$ cat src/rtl/pm_irq_pkg.sv
package pm_irq_pkg;
  localparam int unsigned NUM_SRC  = 2;
  localparam int unsigned SRC_D0   = 0;
  localparam int unsigned SRC_D3   = 1;
  localparam int unsigned OFS_STAT = 0;
  localparam int unsigned OFS_MASK = 4;

  typedef enum logic [1:0] {
    PS_ON   = 2'b00,
    PS_LP1  = 2'b01,
    PS_LP2  = 2'b10,
    PS_DEEP = 2'b11
  } pwr_state_e;
endpackage

$ cat src/rtl/pm_evt_detect.sv
module pm_evt_detect
  import pm_irq_pkg::*;
(
  input  logic               clk_i,
  input  logic               rst_ni,
  input  logic [1:0]         pwr_state_i,
  output logic [NUM_SRC-1:0] evt_o
);
  logic [1:0] prev_q;
  logic       vld_q;
  logic       chg;

  // first edge after power-on only records the starting code
  always_ff @(posedge clk_i or negedge rst_ni) begin
    if (!rst_ni) begin
      prev_q <= PS_ON;
      vld_q  <= 1'b0;
    end else begin
      prev_q <= pwr_state_i;
      vld_q  <= 1'b1;
    end
  end

  assign chg = vld_q && (pwr_state_i != prev_q);

  always_comb begin
    evt_o         = '0;
    evt_o[SRC_D3] = chg && (pwr_state_i == PS_DEEP);
    evt_o[SRC_D0] = chg && (pwr_state_i == PS_ON);
  end
endmodule

$ cat src/rtl/pm_stat_bank.sv
module pm_stat_bank
  import pm_irq_pkg::*;
#(
  parameter int unsigned ADDR_W = 4
) (
  input  logic               clk_i,
  input  logic               rst_ni,
  input  logic               we_i,
  input  logic [ADDR_W-1:0]  addr_i,
  input  logic [NUM_SRC-1:0] wbits_i,
  input  logic [NUM_SRC-1:0] evt_i,
  output logic [NUM_SRC-1:0] stat_o,
  output logic [NUM_SRC-1:0] mask_o
);
  localparam logic [ADDR_W-1:0] STAT_A = ADDR_W'(OFS_STAT);
  localparam logic [ADDR_W-1:0] MASK_A = ADDR_W'(OFS_MASK);

  logic wr_stat, wr_mask;
  assign wr_stat = we_i && (addr_i == STAT_A);
  assign wr_mask = we_i && (addr_i == MASK_A);

  for (genvar g = 0; g < NUM_SRC; g++) begin : g_src
    logic s_q, m_q;
    // set has priority over a coincident write-1 clear
    always_ff @(posedge clk_i or negedge rst_ni) begin
      if (!rst_ni) begin
        s_q <= 1'b0;
        m_q <= 1'b0;
      end else begin
        s_q <= evt_i[g] | (s_q & ~(wr_stat & wbits_i[g]));
        if (wr_mask) m_q <= wbits_i[g];
      end
    end
    assign stat_o[g] = s_q;
    assign mask_o[g] = m_q;
  end
endmodule

$ cat src/rtl/pm_rd_port.sv
module pm_rd_port
  import pm_irq_pkg::*;
#(
  parameter int unsigned DATA_W = 32,
  parameter int unsigned ADDR_W = 4
) (
  input  logic               clk_i,
  input  logic               rst_ni,
  input  logic               sw_rst_ni,
  input  logic [ADDR_W-1:0]  addr_i,
  input  logic [NUM_SRC-1:0] stat_i,
  input  logic [NUM_SRC-1:0] mask_i,
  output logic [DATA_W-1:0]  rdata_o
);
  localparam int unsigned PAD_W = DATA_W - NUM_SRC;
  localparam logic [ADDR_W-1:0] STAT_A = ADDR_W'(OFS_STAT);
  localparam logic [ADDR_W-1:0] MASK_A = ADDR_W'(OFS_MASK);

  logic [DATA_W-1:0] sel;

  always_comb begin
    unique case (addr_i)
      STAT_A:  sel = {{PAD_W{1'b0}}, stat_i};
      MASK_A:  sel = {{PAD_W{1'b0}}, mask_i};
      default: sel = '0;
    endcase
  end

  always_ff @(posedge clk_i or negedge rst_ni) begin
    if (!rst_ni)         rdata_o <= '0;
    else if (!sw_rst_ni) rdata_o <= '0;
    else                 rdata_o <= sel;
  end
endmodule

$ cat src/rtl/pm_irq_unit.sv
module pm_irq_unit
  import pm_irq_pkg::*;
#(
  parameter int unsigned DATA_W = 32,
  parameter int unsigned ADDR_W = 4
) (
  input  logic              clk_i,
  input  logic              rst_ni,
  input  logic              sw_rst_ni,
  input  logic [1:0]        pwr_state_i,
  input  logic [ADDR_W-1:0] addr_i,
  input  logic              we_i,
  input  logic [DATA_W-1:0] wdata_i,
  output logic [DATA_W-1:0] rdata_o,
  output logic              irq_o
);
  logic [NUM_SRC-1:0] evt, stat, mask;
  logic               irq_q;
  logic               unused_wdata;

  assign unused_wdata = ^wdata_i[DATA_W-1:NUM_SRC];

  pm_evt_detect u_det (
    .clk_i       (clk_i),
    .rst_ni      (rst_ni),
    .pwr_state_i (pwr_state_i),
    .evt_o       (evt)
  );

  pm_stat_bank #(.ADDR_W(ADDR_W)) u_bank (
    .clk_i   (clk_i),
    .rst_ni  (rst_ni),
    .we_i    (we_i),
    .addr_i  (addr_i),
    .wbits_i (wdata_i[NUM_SRC-1:0]),
    .evt_i   (evt),
    .stat_o  (stat),
    .mask_o  (mask)
  );

  pm_rd_port #(.DATA_W(DATA_W), .ADDR_W(ADDR_W)) u_rd (
    .clk_i     (clk_i),
    .rst_ni    (rst_ni),
    .sw_rst_ni (sw_rst_ni),
    .addr_i    (addr_i),
    .stat_i    (stat),
    .mask_i    (mask),
    .rdata_o   (rdata_o)
  );

  always_ff @(posedge clk_i or negedge rst_ni) begin
    if (!rst_ni) irq_q <= 1'b0;
    else         irq_q <= |(stat & mask);
  end

  assign irq_o = irq_q;
endmodule

$ cat config.mk
export PLATFORM = sky130hd
export DESIGN_NAME = pm_irq_unit
export DESIGN_NICKNAME = d
export VERILOG_FILES = /design/src/rtl/pm_irq_pkg.sv /design/src/rtl/pm_evt_detect.sv /design/src/rtl/pm_stat_bank.sv /design/src/rtl/pm_rd_port.sv /design/src/rtl/pm_irq_unit.sv
export SDC_FILE = /design/constraint.sdc
export NUM_CORES = 1
export LEC_CHECK = 0
export BUFFER_PORTS_ARGS = -buffer_cell sky130_fd_sc_hd__buf_2
export CORE_UTILIZATION = 33
export CTS_BUF_LIST = sky130_fd_sc_hd__clkbuf_8
export CTS_CLUSTER_DIAMETER = 50
export DETAILED_ROUTE_END_ITERATION = 10
export GPL_TIMING_DRIVEN = 0
export PLACE_DENSITY = 0.83
export SKIP_CTS_REPAIR_TIMING = 1
export SLEW_MARGIN = 20
export SYNTH_ARGS = -nofsm -noshare
export SYNTH_HDL_FRONTEND = slang
export SYNTH_SLANG_ARGS = --single-unit
$ cat constraint.sdc
create_clock -name clk_i -period 1 [get_ports clk_i]
set_clock_uncertainty 0.1 [all_clocks]
set_input_delay 0.05 -clock clk_i [delete_from_list [all_inputs] [get_ports clk_i]]
set_output_delay 0.05 -clock clk_i [all_outputs]
set_load 0.005 [all_outputs]
=== After elaboration in Yosys (flattened, before gate mapping) ===
Cells that the tools add are included.

* Equal/unequal tests: 3
* Bitwise gates (word level): 9
* Reductions and logical operators: 8
* Muxes and demuxes: 2

{| class="wikitable"
|+ Operators with widths
! kind !! count
|-
| logical AND 1 bit || 5
|-
| bitwise AND 1 bit || 4
|-
| equality test 4 x 3 -> 1 bit, second input constant || 1
|-
| zero test 4 bit || 1
|-
| case mux 2 bit (2 select lines) || 1
|-
| bitwise AND 2 bit || 1
|-
| equality test 2 bit, second input constant || 1
|-
| zero test 2 bit || 1
|-
| two-way mux 2 bit || 1
|-
| inequality test 2 bit || 1
|-
| NOT 1 bit || 2
|-
| OR 1 bit || 2
|-
| OR reduction 2 bit || 1
|}

* Bits of input ports: 42
* Output and inout port bits: 33
* Register bits: 10
* Word-level logic and storage cells: 30

=== Longest topological paths before layout ===
Gate-level depths: netlist (run 1).

* Word-level depth: 6
* Gate-level depth with buffers: 3
* Mapped depth without buffers: 3

=== Hierarchy ===
Synthesis (run 1) repeated with hierarchy kept, for this count alone.

* Cell total of the unflattened synthesis: 64
* Area total of the unflattened synthesis: 674.4 µm²

{| class="wikitable"
|+ Modules (own cells, without submodules)
! module !! times used !! area an instance (µm²) !! cells an instance
|-
| pm_rd_port || 1 || 320.3 || 38
|-
| pm_stat_bank || 1 || 212.7 || 16
|-
| pm_evt_detect || 1 || 107.6 || 8
|-
| pm_irq_unit || 1 || 33.8 || 2
|}

=== Worst setup path after synthesis (run 1) ===
OpenSTA, ideal clock, no wires.

* Path kind: input to register
* From: in addr_i[3]
* To: reg u_bank.g_src[0].m_q
* Stages: 3
* Slack: 0.032 ns
* Path buffers: 0
* Arrival: 0.741 ns
* Cell sequence: nor4b_4 nand2_2 mux2_1

* Word-level cells in the longest chain between the ends: 2

{| class="wikitable"
|+ Ends and longest elaborated chain
! element !! RTL line !! text
|-
| start: declaration || pm_irq_unit.sv:11 || <nowiki>input logic [ADDR_W-1:0] addr_i,</nowiki>
|-
| equality test 4 x 3 -> 1 bit || pm_stat_bank.sv:20 || <nowiki>assign wr_mask = we_i && (addr_i == MASK_A);</nowiki>
|-
| logical AND 1 bit || pm_stat_bank.sv:20 ||
|-
| end signal: assignment || pm_stat_bank.sv:31 || <nowiki>if (wr_mask) m_q <= wbits_i[g];</nowiki>
|-
| end: declaration || pm_stat_bank.sv:23 || <nowiki>logic s_q, m_q;</nowiki>
|}

No other way between the ends.
A chain may end at the register's enable or synchronous reset.

=== Worst setup path in the final report (run 1) ===
* From: in wdata_i[0]
* To: reg u_bank.g_src[0].m_q

{| class="wikitable"
|+ RTL lines
! element !! RTL line !! text
|-
| start: declaration || pm_irq_unit.sv:13 || <nowiki>input logic [DATA_W-1:0] wdata_i,</nowiki>
|}

No word-level cell between the ends.

==> metrics.cfg, run 1 <==
[floorplan]
die_w_um = 45.8
chipHeight_um = 45.8
fp.coreArea_um2 = 1760
start_util_pct = 36.0
die_area_um2 = 2100
pin_count = 75
rows = 15

[critical_path]
cp.arrival_ns = 1.00
start_kind = input port
required_ns = 1.01
worst_setup_path_end_kind = flop
path_max_fanout = 2
crit_type = in2reg
reg2regPathDepth = 3

[global_routing]
overflow = 0
grt_pass1_vias = 321
track_usage_pct = 9.02
grt_pass1_wl_mm = 1.22
grt_max_degree = 11
antenna_found_initial = 0

[route]
drc = 0
vias_per_cell = 3.31
wl_per_cell_um = 7.46
vias = 454
drtAntennaViolNets = 0
routed_wl_mm = 1.02
dr.pass1.iters = 1
initialDrtViolationCount = 0

[run_status]
outcome = completed

[synthesis]
ys_warn_count = 0
synth-edff-count = 0
async_flop_share_pct = 100
synth-seq-cells = 10
synth_area_leader_cell = dfrtp_1
syn_area_um2 = 634
synth_mux_area_share_pct = 6.71
synth_top_family_by_area = buffers and inverters
synth.yosys.seq_area_share_pct = 39.4
yosys.area_share.simple_pct = 12.6
netlist.area_leader.share_pct = 39.4
synthAdderAreaFrac_pct = 0
synthCells = 60
ys_dominant_reg_cell = dfrtp_1
synth_cell_types = 15
ys_top_cells_by_area = dfrtp_1, buf_4, nor4b_4
synthTopCellsByCount = buf_4, dfrtp_1, nor2_1
synth_xor_area_share_pct = 0
synth_compound_area_share_pct = 4.54
yosysMostFrequentCell = buf_4
syn_avg_cell_area_um2 = 10.6

[sta]
fmaxAchievable_mhz = 1020
setup_total_negative_slack_ns = 0
slew_violations = 0
period_needed_ns = 0.985
hold_violations = 0
setup_ws_ns = 0.0154
setup_viol = 0
min_period_over_period_pct = 98.5

[layout]
fillers = 164
finalNonFillerCells = 137
syn_to_final_growth_pct = 50.7
drive_gt1_share_pct = 45.5
multi_input_area_um2 = 274
regArea_um2 = 250
nets = 155
n_antenna_cell = 0

[power_and_ir_drop]
p_leak_nw = 0.548
ir_worst_vdd_uv = 751
total_power_mw = 1.23
powerDensity_nw_per_um2 = 1280

[place]
dp_cells = 128
gp_congestion = 0.718
portBuffers = 14
place_ws_ns = -0.148

[worst_hold_path]
hold_depth = 3
worst_hold_path_type = in2reg

[clock_tree]
htreeDepth = 1
insertion_delay_ns = 0.23
clock_sinks = 10
clk_pin_slew_ns = 0.05
cts_made_buffers = 3
cts_tree = done
clockBufferDepth = 2
cts.root.buffer_cell = clkbuf_8

[run]
drv_cap = 0

## path summary, 6_finish.rpt
kind / start / end / slack, ns
max: wdata_i[0] / u_bank.g_src[0].m_q$_DFFE_PN0P_ / 0.02
min: addr_i[1] / u_rd.rdata_o[1]$_DFF_PN0_ / 0.05
max reg2reg: u_det.prev_q[0]$_DFF_PN0_ / u_bank.g_src[0].s_q$_DFF_PN0_ / 0.08
min reg2reg: u_bank.g_src[0].s_q$_DFF_PN0_ / u_bank.g_src[0].s_q$_DFF_PN0_ / 0.40
max in group asynchronous: rst_ni / u_bank.g_src[1].m_q$_DFFE_PN0P_ / 0.50
min in group asynchronous: rst_ni / irq_o$_DFF_PN0_ / 0.12
## logic make-up (layout without fill, tap and decap cells)
family                 Yosys count  after routing
DFF                             10             10
AOI/OAI and AO/OA                4              4
other                            2             31
and+or+nand+nor                 10             10
muxes                            4              4
buffers and inverters           30             53
## power by group
group / internal (mW) / switching, mW / total (mW)
Clock: 0.345 / 0.144 / 0.488
Sequential: 0.457 / 0.0283 / 0.486
Combinational: 0.155 / 0.0957 / 0.251
Total: 0.957 / 0.268 / 1.23
## registers in the layout, indices dropped and copies added (netlist names)
name	count
irq_o	1
u_bank.g_src.m_q	2
u_bank.g_src.s_q	2
u_det.prev_q	2
u_det.vld_q	1
u_rd.rdata_o	2
## stage by stage
stage	hold slack, ns	util [%]	area [um^2]
5_1_grt	0.0578	54.2	956
3_5_place_dp	-0.186	47.9	845
4_1_cts	-0.432	51.0	900
2_1_floorplan	-0.346	-	743
6_report	0.0463	54.2	956
3_3_place_gp	-0.189	47.9	845
## cells in the final DEF (no fill, tap or decap)
master	synthesis	final
a21o_1	2	2
a21oi_1	1	1
a22o_1	1	1
buf_2	0	14
buf_4	30	30
clkbuf_8	0	4
conb_1	2	31
dfrtp_1	10	10
dlygate4sd3_1	0	5
mux2_1	2	2
mux2i_1	2	2
nand2_2	1	1
nand3_1	1	1
nand3b_1	2	2
nor2_1	3	3
nor4b_2	0	1
nor4b_4	1	1
or4b_1	1	1
## routing by layer
metal  GRT usage [%]  vias up  wire length [um]
met5               0        -                 0
met4            1.76        0                 0
met3            7.14        0               107
met2            16.1       23               603
met1            7.84      191               312
li1                -      240                 -
## area by class of cell
| type | count | area share [%] |
|---|---|---|
| tap | 25 | 3.27 |
| clock buffer | 4 | 5.76 |
| timing repair buffer | 19 | 12.6 |
| multi-input combinational | 49 | 28.7 |
| sequential | 10 | 26.2 |
| buffer | 30 | 23.6 |
## worst max-delay path: stages
cell	delay, ns
dlygate4sd3_1	0.54
buf_2	0.13
mux2_1	0.27
(Power assumes the default switching activity.)
==> run 2: changes to the inputs <==
--- a/config.mk
+++ b/config.mk
@@ -6,14 +6,15 @@
 export NUM_CORES = 1
 export LEC_CHECK = 0
 export BUFFER_PORTS_ARGS = -buffer_cell sky130_fd_sc_hd__buf_2
-export CORE_UTILIZATION = 33
+export CORE_UTILIZATION = 35
 export CTS_BUF_LIST = sky130_fd_sc_hd__clkbuf_8
 export CTS_CLUSTER_DIAMETER = 50
 export DETAILED_ROUTE_END_ITERATION = 10
 export GPL_TIMING_DRIVEN = 0
-export PLACE_DENSITY = 0.83
+export PLACE_DENSITY = 0.85
 export SKIP_CTS_REPAIR_TIMING = 1
 export SLEW_MARGIN = 20
 export SYNTH_ARGS = -nofsm -noshare
 export SYNTH_HDL_FRONTEND = slang
+export SYNTH_HIERARCHICAL = 1
 export SYNTH_SLANG_ARGS = --single-unit
==> metrics.cfg, run 2 <==
[route]
vias_per_cell = 3.39
drtAntennaViolNets = 0
wl_per_cell_um = 7.43
initialDrtViolationCount = 1
drc = 0
routed_wl_mm = 1.05
vias = 478
dr.pass1.iters = 2

[layout]
syn_to_final_growth_pct = 46.8
n_antenna_cell = 0
nets = 159
drive_gt1_share_pct = 48.3
final_common_cell = buf_4
fillers = 164
most-common-layout-cells = buf_4, conb_1, buf_2
finalNonFillerCells = 141

[power_and_ir_drop]
p_leak_nw = 0.568
power.switching_mw = 0.281
pwr-share-seq_pct = 37.5
internal-power_mw = 0.993
comb_power_share_pct = 23.7
total_power_mw = 1.27
ir_worst_vdd_uv = 784
powerDensity_nw_per_um2 = 1290
switching_share_pct = 22.1
p_clk_share_pct = 38.8

[critical_path]
slowest_stage = dlygate4sd3_1
crit_type = in2reg
reg2regPathDepth = 2
path_delay_family = buffers and inverters
start_kind = input port
required_ns = 1.01
path_max_fanout = 2
crit_buf_inv = 2
critPathMaxStageDelay_ns = 0.55
critical_path_depth = 3
cp.arrival_ns = 1.01
worst_setup_path_end_kind = flop
r2r_slack_ns = 0.06
crit_chain = dlygate4sd3_1 > buf_2 > mux2_1

[synthesis]
yosysMostFrequentCell = buf_4
synth-seq-cells = 10
synth-edff-count = 0
synthCells = 64
ys_warn_count = 6
syn_avg_cell_area_um2 = 10.5
synthTopCellsByCount = buf_4, dfrtp_1, nor2_1
async_flop_share_pct = 100
syn_area_um2 = 674
synth_area_leader_cell = buf_4
synth.yosys.seq_area_share_pct = 37.1
ys_dominant_reg_cell = dfrtp_1
synth_cell_types = 15
netlist.area_leader.share_pct = 37.8
ys_top_cells_by_area = buf_4, dfrtp_1, nor4b_4

[global_routing]
track_usage_pct = 9.68
antenna_found_initial = 0
grt_max_degree = 11
grt_pass1_vias = 339
grt_pass1_wl_mm = 1.37
overflow = 0

[sta]
setup_total_negative_slack_ns = -0.00337
holdWs_ns = 0.0317
setup_ws_ns = -0.00337
setup_viol = 1
slew_violations = 0
min_period_over_period_pct = 100
period_needed_ns = 1.00
fmaxAchievable_mhz = 997
hold_violations = 0

[place]
place_ws_ns = -0.161
portBuffers = 14
gp_congestion = 0.615
dp_cells = 132

[floorplan]
fp.coreArea_um2 = 1760
start_util_pct = 38.2
rows = 15
die_w_um = 45.9
pin_count = 75
die_area_um2 = 2110
chipHeight_um = 45.9

[run_status]
violations = negative setup slack
outcome = complete, but fails checks

[run]
drv_cap = 0

[worst_hold_path]
hold_depth = 3
worst_hold_path_type = in2reg

[clock_tree]
cts_tree = done
clockBufferDepth = 2
htreeDepth = 1
cts.root.buffer_cell = clkbuf_8
insertion_delay_ns = 0.23
clk_pin_slew_ns = 0.05
cts_made_buffers = 3
clock_sinks = 10

[run 2: cell count changes in the layout (fill, tap and decap cells not counted)]
cell | previous run | this run
buf_4 | 30 | 34
or4b_1 | 1 | 0
or4b_4 | 0 | 1
[run 2: layout make-up]
cell class | instances | area [um^2] | share of cell area [%]
plain buffers | 34 | 255 | 25.8
repair buffers | 19 | 120 | 12.1
well taps | 25 | 31.3 | 3.16
clock buffers | 4 | 55.1 | 5.56
multi-input cells | 49 | 278 | 28.1
flip-flops and latches | 10 | 250 | 25.3
[run 2: layer usage]
layer | vias up | track usage [%] | share of wire, %
met2 | 27 | 17.2 | 57
met1 | 203 | 8.85 | 33
met3 | 0 | 5.95 | 10
met5 | - | 0 | 0
li1 | 248 | - | -
met4 | 0 | 3.53 | 0
[run 2: path summary, 6_finish.rpt]
check,to,startpoint
hold / removal,u_rd/rdata_o[1]$_DFF_PN0_,addr_i[0]
setup / recovery,u_bank/g_src[1].m_q$_DFFE_PN0P_,wdata_i[1]
min in group asynchronous,u_rd/rdata_o[0]$_DFF_PN0_,rst_ni
setup reg to reg,irq_o$_DFF_PN0_,u_bank/g_src[0].s_q$_DFF_PN0_
hold reg to reg,u_bank/g_src[1].s_q$_DFF_PN0_,u_bank/g_src[1].s_q$_DFF_PN0_
max in group asynchronous,u_det/vld_q$_DFF_PN0_,rst_ni
[run 2: cell families after synthesis]
kind of cell	after synthesis	share of synthesized area, %
AOI/OAI and AO/OA	4	4.27
buffers and inverters	34	37.8
DFF	10	37.1
muxes	4	6.31
other	2	1.11
and+or+nand+nor	10	13.4
[run 2: through the flow]
stage,instance area [um^2],utilization (%)
global route,990,56.1
CTS,940,53.3
global placement,885,50.1
floorplan,783,-
finish,990,56.1
detailed placement,885,50.1
[run 2: power groups by stage]
stage               combinational [mW]  clock, mW  sequential (mW)
floorplan                        0.214          0            0.483
global placement                 0.275          0            0.482
detailed placement               0.282          0            0.485
CTS                              0.283      0.509            0.479
global route                     0.334      0.535            0.482
finish                           0.302      0.494            0.478
[run 2: worst register-to-register path, stage by stage, from the launching register on]
cell and delay (ns):
dfrtp_1 0.38, buf_4 0.14, a22o_1 0.21
==> run 3: changes to the inputs <==
--- a/config.mk
+++ b/config.mk
@@ -6,12 +6,14 @@
 export NUM_CORES = 1
 export LEC_CHECK = 0
 export BUFFER_PORTS_ARGS = -buffer_cell sky130_fd_sc_hd__buf_2
+export CORE_MARGIN = 2
 export CORE_UTILIZATION = 35
 export CTS_BUF_LIST = sky130_fd_sc_hd__clkbuf_8
 export CTS_CLUSTER_DIAMETER = 50
 export DETAILED_ROUTE_END_ITERATION = 10
 export GPL_TIMING_DRIVEN = 0
 export PLACE_DENSITY = 0.85
+export REMOVE_ABC_BUFFERS = 1
 export SKIP_CTS_REPAIR_TIMING = 1
 export SLEW_MARGIN = 20
 export SYNTH_ARGS = -nofsm -noshare
==> metrics.cfg, run 3 (synthesis gave the netlist of run 2 again) <==
[floorplan]
start_util_pct = 38.2
die_w_um = 47.9
pin_count = 75
chipHeight_um = 47.9
fp.coreArea_um2 = 1760
rows = 15
die_area_um2 = 2290

[critical_path]
slowest_stage = dlygate4sd3_1
required_ns = 1.02
rr_endpoint = u_bank/g_src[0].s_q$_DFF_PN0_
r2r_start = u_det/prev_q[0]$_DFF_PN0_
crit_type = in2reg
worst_setup_path_end_kind = flop
crit_buf_inv = 2
critPathMaxStageDelay_ns = 0.52
r2r_slack_ns = 0.08
reg2regPathDepth = 3
crit_chain = dlygate4sd3_1 > buf_2 > nand3b_1 > a21o_1
path_delay_family = buffers and inverters
path_max_fanout = 2
cp.arrival_ns = 0.98
start_kind = input port

[place]
gp_congestion = 0.660
portBuffers = 14
dp_cells = 98
dp_hpwl_um = 698

[sta]
slew_violations = 0
period_needed_ns = 0.964
hold_violations = 0
setup_total_negative_slack_ns = 0
rsz0062_at_grt = no
setup_viol = 0
min_period_over_period_pct = 96.4
fmaxAchievable_mhz = 1040

[power_and_ir_drop]
powerDensity_nw_per_um2 = 1550
p_leak_nw = 0.386
ir_worst_vdd_uv = 779

[route]
vias = 386
wl_per_cell_um = 8.11
vias_per_cell = 3.61
initialDrtViolationCount = 3
drtAntennaViolNets = 0
dr.pass1.iters = 2
routed_wl_um = 868
drc = 0

[layout]
most-common-layout-cells = conb_1, buf_2, dfrtp_1
regArea_um2 = 250
syn_to_final_growth_pct = 8.91
nets = 125
final_common_cell = conb_1
multi_input_area_um2 = 278
fillers = 176
finalNonFillerCells = 107
n_antenna_cell = 0
drive_gt1_share_pct = 26.8

[clock_tree]
cts_tree = done
clockBufferDepth = 2
clk_pin_slew_ns = 0.05
htreeDepth = 1
insertion_delay_ns = 0.23
cts.root.buffer_cell = clkbuf_8
cts_made_buffers = 3
clock_sinks = 10

[global_routing]
grt_pass1_vias = 251
overflow = 0
antenna_found_initial = 0
grt_max_degree = 11
grt_pass1_wl_mm = 1.02
track_usage_pct = 7.54

[worst_hold_path]
holdPathEnd = u_rd/rdata_o[1]$_DFF_PN0_
hold_depth = 3
min-delay-start = addr_i[0]
worst_hold_path_type = in2reg

[run_status]
outcome = completed

[run]
drv_cap = 0

run 3: worst max-delay path by stage:
stage | from | endpoint | slack (ns) | cells past startpoint
6_report | wdata_i[1] | u_bank/g_src[1].s_q$_DFF_PN0_ | 0.04 | 4
5_1_grt | wdata_i[1] | u_bank/g_src[1].s_q$_DFF_PN0_ | 0.01 | 4
4_1_cts | u_det/prev_q[0]$_DFF_PN0_ | u_bank/g_src[0].s_q$_DFF_PN0_ | 0.07 | 3
3_5_place_dp | addr_i[1] | u_bank/g_src[0].m_q$_DFFE_PN0P_ | -0.16 | 4
3_3_place_gp | addr_i[1] | u_bank/g_src[0].m_q$_DFFE_PN0P_ | -0.13 | 4
2_1_floorplan | addr_i[1] | u_bank/g_src[0].m_q$_DFFE_PN0P_ | 0.03 | 3
run 3: power breakdown:
part | internal, mW | leakage (nW) | switching (mW)
combinational | 0.0825 | 0.239 | 0.0785
clock | 0.345 | 0.0288 | 0.146
sequential | 0.457 | 0.118 | 0.0292
run 3: metrics by stage:
step | utilization (%) | cell area [um^2] | worst slack (ns) | total power, mW | hold slack (ns)
2_1_floorplan | - | 528 | 0.0319 | 0.572 | -0.346
6_report | 41.6 | 734 | 0.0357 | 1.14 | 0.0290
5_1_grt | 41.6 | 734 | 0.0113 | 1.20 | 0.0274
3_5_place_dp | 35.7 | 629 | -0.158 | 0.638 | -0.188
3_3_place_gp | 35.7 | 629 | -0.131 | 0.631 | -0.188
4_1_cts | 38.8 | 684 | 0.0682 | 1.14 | -0.438
run 3: routing by layer:
metal / vias up / routed length [um] / track usage, %
met4: 0 / 0 / 4.86
li1: 181 / - / -
met2: 24 / 496 / 12.5
met3: 0 / 100 / 6.79
met5: - / 0 / 0
met1: 181 / 271 / 5.53
run 3: area by class of cell:
cell class	count	area share, %
well taps	25	4.26
repair buffers	19	16.4
multi-input cells	49	37.8
clock buffers	4	7.50
flip-flops and latches	10	34.1
run 3: worst reg2reg max path, delay by kind of cell, from the launching register on:
| family | cells | cell delay [ns] |
|---|---|---|
| compound gates | 1 | 0.14 |
| flops | 1 | 0.37 |
| simple gates | 2 | 0.21 |
